[src/rtl/blkdma_pkg.sv]
package blkdma_pkg;
  localparam int unsigned WORD_BYTES = 4;

  typedef enum logic [1:0] {
    DIR_TO_MEM   = 2'b00,
    DIR_FROM_MEM = 2'b01,
    DIR_DUPLEX   = 2'b10,
    DIR_RSVD     = 2'b11
  } dma_dir_e;

  typedef enum logic [2:0] {
    ST_IDLE,
    ST_RD_REQ,
    ST_TX,
    ST_RX,
    ST_WR_REQ,
    ST_FIN
  } dma_state_e;
endpackage

[src/rtl/blkdma_addr_gen.sv]
module blkdma_addr_gen #(
  parameter int unsigned AW        = 32,
  parameter int unsigned LW        = 24,
  parameter int unsigned BLK_BYTES = 32,
  parameter int unsigned STEP      = 4
) (
  input  logic          clk,
  input  logic          rst_n,
  input  logic          load,
  input  logic          step,
  input  logic [AW-1:0] base_i,
  input  logic [LW-1:0] len_i,
  output logic [AW-1:0] addr_o,
  output logic          last_o,
  output logic          len_zero_o
);
  localparam logic [AW-1:0] A_MASK = ~AW'(BLK_BYTES - 1);
  localparam logic [LW-1:0] L_MASK = ~LW'(BLK_BYTES - 1);

  logic [AW-1:0] base_al;
  logic [LW-1:0] len_al;
  logic [AW-1:0] addr_q;
  logic [LW-1:0] rem_q;

  assign base_al    = base_i & A_MASK;
  assign len_al     = len_i & L_MASK;
  assign len_zero_o = (len_al == '0);

  always_ff @(posedge clk) begin
    if (!rst_n) begin
      addr_q <= '0;
      rem_q  <= '0;
    end else if (load) begin
      addr_q <= base_al;
      rem_q  <= len_al;
    end else if (step) begin
      addr_q <= addr_q + AW'(STEP);
      rem_q  <= rem_q - LW'(STEP);
    end
  end

  assign addr_o = addr_q;
  assign last_o = (rem_q == LW'(STEP));
endmodule

[src/rtl/blkdma_unpack.sv]
module blkdma_unpack #(
  parameter int unsigned NB = 4
) (
  input  logic            clk,
  input  logic            rst_n,
  input  logic            load,
  input  logic [8*NB-1:0] word_i,
  output logic            tx_valid,
  input  logic            tx_ready,
  output logic [7:0]      tx_data,
  output logic            last_beat_o
);
  localparam int unsigned IW = (NB > 1) ? $clog2(NB) : 1;

  logic [8*NB-1:0] sh_q;
  logic [IW-1:0]   idx_q;
  logic            act_q;
  logic            fire;
  logic            last;

  assign fire        = act_q && tx_ready;
  assign last        = (idx_q == IW'(NB - 1));
  assign last_beat_o = fire && last;

  always_ff @(posedge clk) begin
    if (!rst_n) begin
      sh_q  <= '0;
      idx_q <= '0;
      act_q <= 1'b0;
    end else if (load) begin
      sh_q  <= word_i;
      idx_q <= '0;
      act_q <= 1'b1;
    end else if (fire) begin
      sh_q  <= sh_q << 8;
      idx_q <= last ? '0 : idx_q + 1'b1;
      if (last) act_q <= 1'b0;
    end
  end

  assign tx_valid = act_q;
  assign tx_data  = sh_q[8*NB-1 -: 8];
endmodule

[src/rtl/blkdma_pack.sv]
module blkdma_pack #(
  parameter int unsigned NB = 4
) (
  input  logic            clk,
  input  logic            rst_n,
  input  logic            clear,
  input  logic            enable,
  input  logic            rx_valid,
  output logic            rx_ready,
  input  logic [7:0]      rx_data,
  output logic [8*NB-1:0] word_o,
  output logic            word_done_o
);
  localparam int unsigned IW = (NB > 1) ? $clog2(NB) : 1;

  logic [8*NB-1:0] sh_q;
  logic [IW-1:0]   idx_q;
  logic            fire;
  logic            last;

  assign rx_ready    = enable;
  assign fire        = enable && rx_valid;
  assign last        = (idx_q == IW'(NB - 1));
  assign word_done_o = fire && last;

  always_ff @(posedge clk) begin
    if (!rst_n) begin
      sh_q  <= '0;
      idx_q <= '0;
    end else if (clear) begin
      idx_q <= '0;
    end else if (fire) begin
      sh_q  <= {sh_q[8*NB-9:0], rx_data};
      idx_q <= last ? '0 : idx_q + 1'b1;
    end
  end

  assign word_o = sh_q;
endmodule

[src/rtl/blkdma_seq.sv]
module blkdma_seq
  import blkdma_pkg::*;
#(
  parameter int unsigned AW        = 32,
  parameter int unsigned LW        = 24,
  parameter int unsigned BLK_BYTES = 32
) (
  input  logic          clk,
  input  logic          rst_n,
  input  logic          start,
  input  logic          dma_mode,
  input  logic [1:0]    dir,
  input  logic [AW-1:0] base_addr,
  input  logic [LW-1:0] xfer_len,
  output logic          busy,
  output logic          done,
  output logic          mem_valid,
  output logic          mem_we,
  output logic [AW-1:0] mem_addr,
  output logic [31:0]   mem_wdata,
  input  logic          mem_ready,
  input  logic [31:0]   mem_rdata,
  output logic          tx_valid,
  input  logic          tx_ready,
  output logic [7:0]    tx_data,
  input  logic          rx_valid,
  output logic          rx_ready,
  input  logic [7:0]    rx_data
);
  localparam int unsigned DW = 8 * WORD_BYTES;

  dma_state_e state_q, state_d;
  logic accept, reject, load, step, mem_fire;
  logic last_word, len_zero, last_beat, word_done;
  logic [DW-1:0] packed_word;

  assign accept   = start && dma_mode && (state_q == ST_IDLE);
  assign reject   = dir[1] || len_zero;
  assign load     = accept && !reject;
  assign mem_fire = mem_valid && mem_ready;
  assign step     = ((state_q == ST_TX) && last_beat) ||
                    ((state_q == ST_WR_REQ) && mem_fire);

  always_comb begin
    state_d = state_q;
    unique case (state_q)
      ST_IDLE:
        if (accept) begin
          if (reject)                   state_d = ST_FIN;
          else if (dir == DIR_FROM_MEM) state_d = ST_RD_REQ;
          else                          state_d = ST_RX;
        end
      ST_RD_REQ: if (mem_fire) state_d = ST_TX;
      ST_TX:     if (last_beat) state_d = last_word ? ST_FIN : ST_RD_REQ;
      ST_RX:     if (word_done) state_d = ST_WR_REQ;
      ST_WR_REQ: if (mem_fire) state_d = last_word ? ST_FIN : ST_RX;
      ST_FIN:    state_d = ST_IDLE;
      default:   state_d = ST_IDLE;
    endcase
  end

  always_ff @(posedge clk) begin
    if (!rst_n) state_q <= ST_IDLE;
    else        state_q <= state_d;
  end

  blkdma_addr_gen #(
    .AW(AW), .LW(LW), .BLK_BYTES(BLK_BYTES), .STEP(WORD_BYTES)
  ) u_agen (
    .clk(clk), .rst_n(rst_n), .load(load), .step(step),
    .base_i(base_addr), .len_i(xfer_len),
    .addr_o(mem_addr), .last_o(last_word), .len_zero_o(len_zero)
  );

  blkdma_unpack #(.NB(WORD_BYTES)) u_unpack (
    .clk(clk), .rst_n(rst_n),
    .load((state_q == ST_RD_REQ) && mem_fire),
    .word_i(mem_rdata),
    .tx_valid(tx_valid), .tx_ready(tx_ready), .tx_data(tx_data),
    .last_beat_o(last_beat)
  );

  blkdma_pack #(.NB(WORD_BYTES)) u_pack (
    .clk(clk), .rst_n(rst_n), .clear(load),
    .enable(state_q == ST_RX),
    .rx_valid(rx_valid), .rx_ready(rx_ready), .rx_data(rx_data),
    .word_o(packed_word), .word_done_o(word_done)
  );

  assign mem_valid = (state_q == ST_RD_REQ) || (state_q == ST_WR_REQ);
  assign mem_we    = (state_q == ST_WR_REQ);
  assign mem_wdata = packed_word;
  assign busy      = (state_q != ST_IDLE);
  assign done      = (state_q == ST_FIN);
endmodule

[config.mk]
export PLATFORM = sky130hd
export DESIGN_NAME = blkdma_seq
export DESIGN_NICKNAME = d
export VERILOG_FILES = /design/src/rtl/blkdma_pkg.sv /design/src/rtl/blkdma_addr_gen.sv /design/src/rtl/blkdma_unpack.sv /design/src/rtl/blkdma_pack.sv /design/src/rtl/blkdma_seq.sv
export SDC_FILE = /design/constraint.sdc
export NUM_CORES = 1
export LEC_CHECK = 0
export BUFFER_PORTS_ARGS = -buffer_cell sky130_fd_sc_hd__buf_2
export CAP_MARGIN = 20
export CORE_ASPECT_RATIO = 1.75
export CORE_MARGIN = 2
export CORE_UTILIZATION = 50
export DETAILED_ROUTE_END_ITERATION = 10
export PLACE_DENSITY_LB_ADDON = 0.15
export SETUP_SLACK_MARGIN = 0.5
export SLEW_MARGIN = 10
export SYNTH_ARGS = -nofsm -noshare
export SYNTH_HDL_FRONTEND = slang
export SYNTH_SLANG_ARGS = --single-unit
[constraint.sdc]
create_clock -name clk -period 2.6 [get_ports clk]
set_clock_uncertainty 0.2 [all_clocks]
set_input_delay 0.52 -clock clk [delete_from_list [all_inputs] [get_ports clk]]
set_output_delay 0.52 -clock clk [all_outputs]
set_load 0.02 [all_outputs]
======== Word-level counts from Yosys, hierarchy flattened ========
Cells that the tools add are included.
cells by class
  add/sub/neg operators ................... 4
  $mul .................................... 0
  divide/modulo/power cells ............... 0
  $lt $le $gt $ge ......................... 0
  equal/unequal tests ..................... 14
  shift-type cells ........................ 0
  muxes and demuxes ....................... 21
  bitwise operators ....................... 2
  reductions and logical operators ........ 26
operator list
  operator                                             count
  two-way mux 32 bit                                   4
  two-way mux 24 bit                                   2
  adder 32 x 3 -> 32 bit (second input constant)       1
  == test 24 x 3 -> 1 bit (second input constant)      1
  logical NOT 24 bit                                   1
  two-way mux 3 bit                                    8
  subtractor 24 x 3 -> 24 bit (second input constant)  1
  case mux 3 bit (5 select lines)                      1
  logical AND 1 bit                                    11
  inequality test 2 bit (second input constant)        4
  == test 3 x 2 -> 1 bit (second input constant)       2
  == test 3 bit (second input constant)                2
  two-way mux 2 bit                                    3
  nonzero test 2 bit                                   3
  AND reduction 5 bit                                  1
  adder 2 x 1 -> 2 bit (second input constant)         2
  == test 2 bit (second input constant)                2
  AND reduction 2 bit                                  2
  OR reduction 2 bit                                   2
  == test 3 x 1 -> 1 bit (second input constant)       1
  logical NOT 3 bit                                    1
  logical OR 1 bit                                     3
  two-way mux 1 bit                                    3
  nonzero test 3 bit                                   1
  other kinds (4)                                      5
word-level totals
  flip-flop bits (word level) ............. 128
  latch bits .............................. 0
  RAM bits ................................ 0
  bits in read-only memories .............. 0
  bits of input ports ..................... 105
  output and inout port bits .............. 78
  memories ................................ 0

======== Depth between registers and ports, before layout ========
  depth after elaboration ................. 7
  depth in mapped cells ................... 8
  gate-level depth less buffers ........... 7

======== Hierarchy ========
A second synthesis with hierarchy kept.
unflattened totals
  cells, all modules ...................... 712
  area, all modules ....................... 6183.4 sq um
modules (own cells, without submodules)
  module           times used  cells an instance  area each (sq um)  sequential area each (sq um)
  blkdma_addr_gen  1           367                2957.8             1041.0
  blkdma_unpack    1           166                1542.7             700.7
  blkdma_pack      1           125                1311.3             680.7
  blkdma_seq       1           54                 371.6              60.1

======== Least setup slack after synthesis ========
No wires, ideal clock.
  path type ............................... input to register
  start ................................... in tx_ready
  end ..................................... reg u_agen.addr_q[22] (netlist: u_agen.addr_o[22])
  setup time .............................. 0.074 ns
  arrival time ............................ 2.159 ns
  data required time ...................... 2.326 ns
  path slack .............................. 0.167 ns
  cell stages on the path ................. 7
  cell sequence ........................... clkbuf_1 -> and4b_1 -> a22oi_1 -> or2_1 -> clkbuf_1 -> or4_1 -> a31oi_1
on the way
  cells in the longest elaborated chain, start to end .. 5
ends and longest elaborated chain
  element                       line                   RTL
  start: declaration            blkdma_seq.sv:24       input logic tx_ready,
  logical AND 1 bit             blkdma_unpack.sv:21    assign fire = act_q && tx_ready;
  logical AND 1 bit             blkdma_unpack.sv:23    assign last_beat_o = fire && last;
  logical AND 1 bit             blkdma_seq.sv:41       assign step = ((state_q == ST_TX) && last_beat) ||
  logical OR 1 bit              blkdma_seq.sv:41
  nonzero test 2 bit (no line)  --
  end signal: assignment        blkdma_addr_gen.sv:34  addr_q <= base_al;
  end signal: assignment        blkdma_addr_gen.sv:37  addr_q <= addr_q + AW'(STEP);
  end: declaration              blkdma_addr_gen.sv:22  logic [AW-1:0] addr_q;
No other way between the ends.
A chain may end at the register's enable or synchronous reset.

======== Worst setup path in the final report ========
  start ................................... reg u_agen.rem_q[6]
  end ..................................... reg u_agen.rem_q[23]
on the way
  cells in the longest elaborated chain, start to end .. 3
ends and longest elaborated chain
  element                      line                   RTL
  start: declaration           blkdma_addr_gen.sv:23  logic [LW-1:0] rem_q;
  start signal: assignment     blkdma_addr_gen.sv:35  rem_q <= len_al;
  start signal: assignment     blkdma_addr_gen.sv:38  rem_q <= rem_q - LW'(STEP);
  subtractor 24 x 3 -> 24 bit  blkdma_addr_gen.sv:38
  two-way mux 24 bit           blkdma_addr_gen.sv:36  end else if (step) begin
  two-way mux 24 bit           blkdma_addr_gen.sv:33  end else if (load) begin
No other way between the ends. The select of a mux whose other input is x is not followed.

==> impl_results.md <==
- Synth Flop Type: dfxtp_1
- Cell Area, Synth: 6076 µm²
- RSZ-0062 raised after global routing: true
- Sw Pwr: 2526 µW
- Crit end category: flop
- Layout cells sized above 1: 0.3531
- Number of CTS-inserted buffers: 17
- H-tree lvl count: 4
- Power Total: 7180 µW
- Initial Util: 0.5090
- Fin. Hold Viols: 0
- TritonCTS Sinks: 124
- Fmax: 452.8 MHz
- Worst-path clk slew: 0.06 ns
- Critical Path Source Type: flop
- Tcrit/Tclk final: 0.8494
- Worst hold path class: in2reg
- Dpl hpwl: 12.21 mm
- Slew @ Worst Pin: 0.4879 ns
- Ys async rst share: 0
- Final setup violation count: 0
- 1st-pass router iterations: 7
- Cell type with the largest total area after synthesis: dfxtp_1
- Power density over cell area: 857.6 nW/µm²
- Root buf cell: clkbuf_16
- Pleak: 0.003326 µW
- Die H: 149.8 µm
- Post-synth top area share: 0.4086
- Register area share after synthesis: 0.4086
- First-pass GRT wire length: 29.16 mm
- WS Path Type: reg2reg
- Drt total wl: 19.35 mm
- Max-slew violation count: 0
- VDD IR max: 0.0006221 V
- Worst skew pair latency: 0.42 ns
- Row Count: 53
- Number of synthesized flops with an enable pin: 0
- Vias in the first global route: 6,353
- Fin area: 8373 µm²
- Logic pwr share: 0.351
- Synth Instances: 778
- Total track usage: 0.2786
- Via count: 6,737
- Ports: 183
- Sequential Power Share: 0.331
- Top cells by area, synth: dfxtp_1, nand2_1, a21oi_1
- Largest net degree at the start of global routing: 58
- Non-Filler Instances: 1,117
- Inst Count DP: 1,043
- Top cells by instance count after synthesis: nand2_1, dfxtp_1, a21oi_1
- Final #Nets: 1,077
- Synthesis Warnings: 0
- Die W: 87.33 µm
- Crit-path max FO: 5
- Final TNS setup: 0 ns
- Post-route ant nets: 0
- Die area: 13,080 µm²
- Wire per inst: 17.32 µm
- Core area: 11,940 µm²
- Final Wtd Congestion: 0.9108
- Residual DRC: 0
- Most common cell in the netlist: nand2_1
- Yosys reg bits: 124
- Layout area overhead: 37.81%
- Arrival time at the worst endpoint: 2.35 ns
- Synth cell types: 67
- Slew HR: 0.6713
- Clk pwr share: 0.318
- PortBufs: 170
- Cell-internal power: 4654 µW
- Vias per inst: 6.031
- Max_cap viols: 0
- Syn avg cell area: 7.810 µm²
- Diodes inserted: 0
- Fillers: 962
- Hold buffers post-CTS: 0
- Initial antenna violation count: 0
- Status: complete, no violations
- Net Sw Frac: 0.3518
- Clock buffer depth: 2
- Worst Path Required: 2.74 ns
- DRT iter0 DRCs: 354
- CTS tree: done
- Placement Cell Area: 7121 µm²
- Period minus WS final: 2.209 ns
- Grt ovf: 0
==> power groups by stage <==
stage          combinational (µW)  sequential, µW  clock [µW]
2_1_floorplan                1390            2370           0
3_3_place_gp                 1850            2380           0
3_5_place_dp                 1900            2390           0
4_1_cts                      2240            2360        2300
5_1_grt                      2710            2410        2390
6_report                     2520            2380        2280
==> metal layers <==
metal	GRT usage	part of all wire	up-vias
li1	-	-	3216
met1	0.3055	0.37	3141
met2	0.4811	0.53	318
met3	0.06012	0.069	62
met4	0.1646	0.038	0
met5	0	0	-
==> cell usage in the layout, fill, tap and decap left out, drive strengths merged, types with 7 or more instances in the layout <==
cell / instances
a21oi: 87
a22oi: 15
a311oi: 25
a31oi: 12
buf: 240
clkbuf: 19
clkinv: 9
dfxtp: 124
inv: 11
nand2: 140
nand3: 69
nand4: 9
nor2: 54
nor3: 21
nor4: 14
o211ai: 8
o22ai: 7
o311ai: 11
or4: 9
xnor2: 10
==> repair_timing <==
item,CTS,global route
buffers inserted,22,17
setup endpoints to repair,49,57
gates cloned,3,0
pin swaps,13,30
resized for setup,28,59
==> worst max-delay path: stages (launching register included) <==
cell and delay, ns:
dfxtp_4 0.36, or4_4 0.60, nor3_4 0.23, buf_4 0.15, buf_4 0.10, buf_6 0.08, and2_4 0.17, a32oi_1 0.09
a21oi_1 0.15
==> metrics by stage <==
step | setup slack [ns] | hold WS [ns] | utilization
after floorplan | 0.4222 | 0.2382 | -
after global placement | 0.1304 | 0.2419 | 0.5965
after detailed placement | 0.1191 | 0.2447 | 0.5965
after CTS | 0.4682 | 0.1294 | 0.6742
after global routing | 0.3475 | 0.1334 | 0.7015
final | 0.3915 | 0.1368 | 0.7015
==> state kept, by name (all words and copies together), names as in the netlist <==
| signal | flops |
|---|---|
| u_unpack.idx_q | 2 |
| u_agen.addr_o | 30 |
| u_agen.rem_q | 22 |
| state_q | 3 |
| u_pack.word_o | 32 |
| u_unpack.sh_q | 32 |
| u_pack.idx_q | 2 |
| u_unpack.tx_valid | 1 |
==> final cells by class <==
type | count | area (µm²) | area share
clock buffer | 18 | 429.2 | 0.05126
clock inverter | 14 | 136.4 | 0.01629
inverter | 7 | 27.53 | 0.003288
multi-input combinational | 575 | 3491 | 0.4169
sequential | 124 | 2522 | 0.3013
tap | 137 | 171.4 | 0.02047
timing repair buffer | 242 | 1595 | 0.1905
==> worst paths after layout <==
check	startpoint	end	slack, ns	cells after the start
max	u_agen.rem_q[6]	u_agen.rem_q[23]	0.39	8
min	rx_data[4]	u_pack.word_o[4]	0.14	3
max reg2reg	u_agen.rem_q[6]	u_agen.rem_q[23]	0.39	8
min reg2reg	u_pack.word_o[29]	u_pack.word_o[29]	0.25	2
==> kinds of logic (layout without fill, tap and decap cells) <==
logic type                 count (synthesis)  after routing  synth area share
and+or+nand+nor                          347            347            0.2702
DFF                                      124            124            0.4086
other                                      1              2         0.0006172
muxes                                      6              6           0.01050
AOI/OAI and AO/OA                        200            200            0.2199
buffers and inverters                     80            281           0.05828
xor gates and xnor gates                  15             15           0.02162
adders and majority gates                  5              5           0.01030
(Power assumes the default switching activity.)
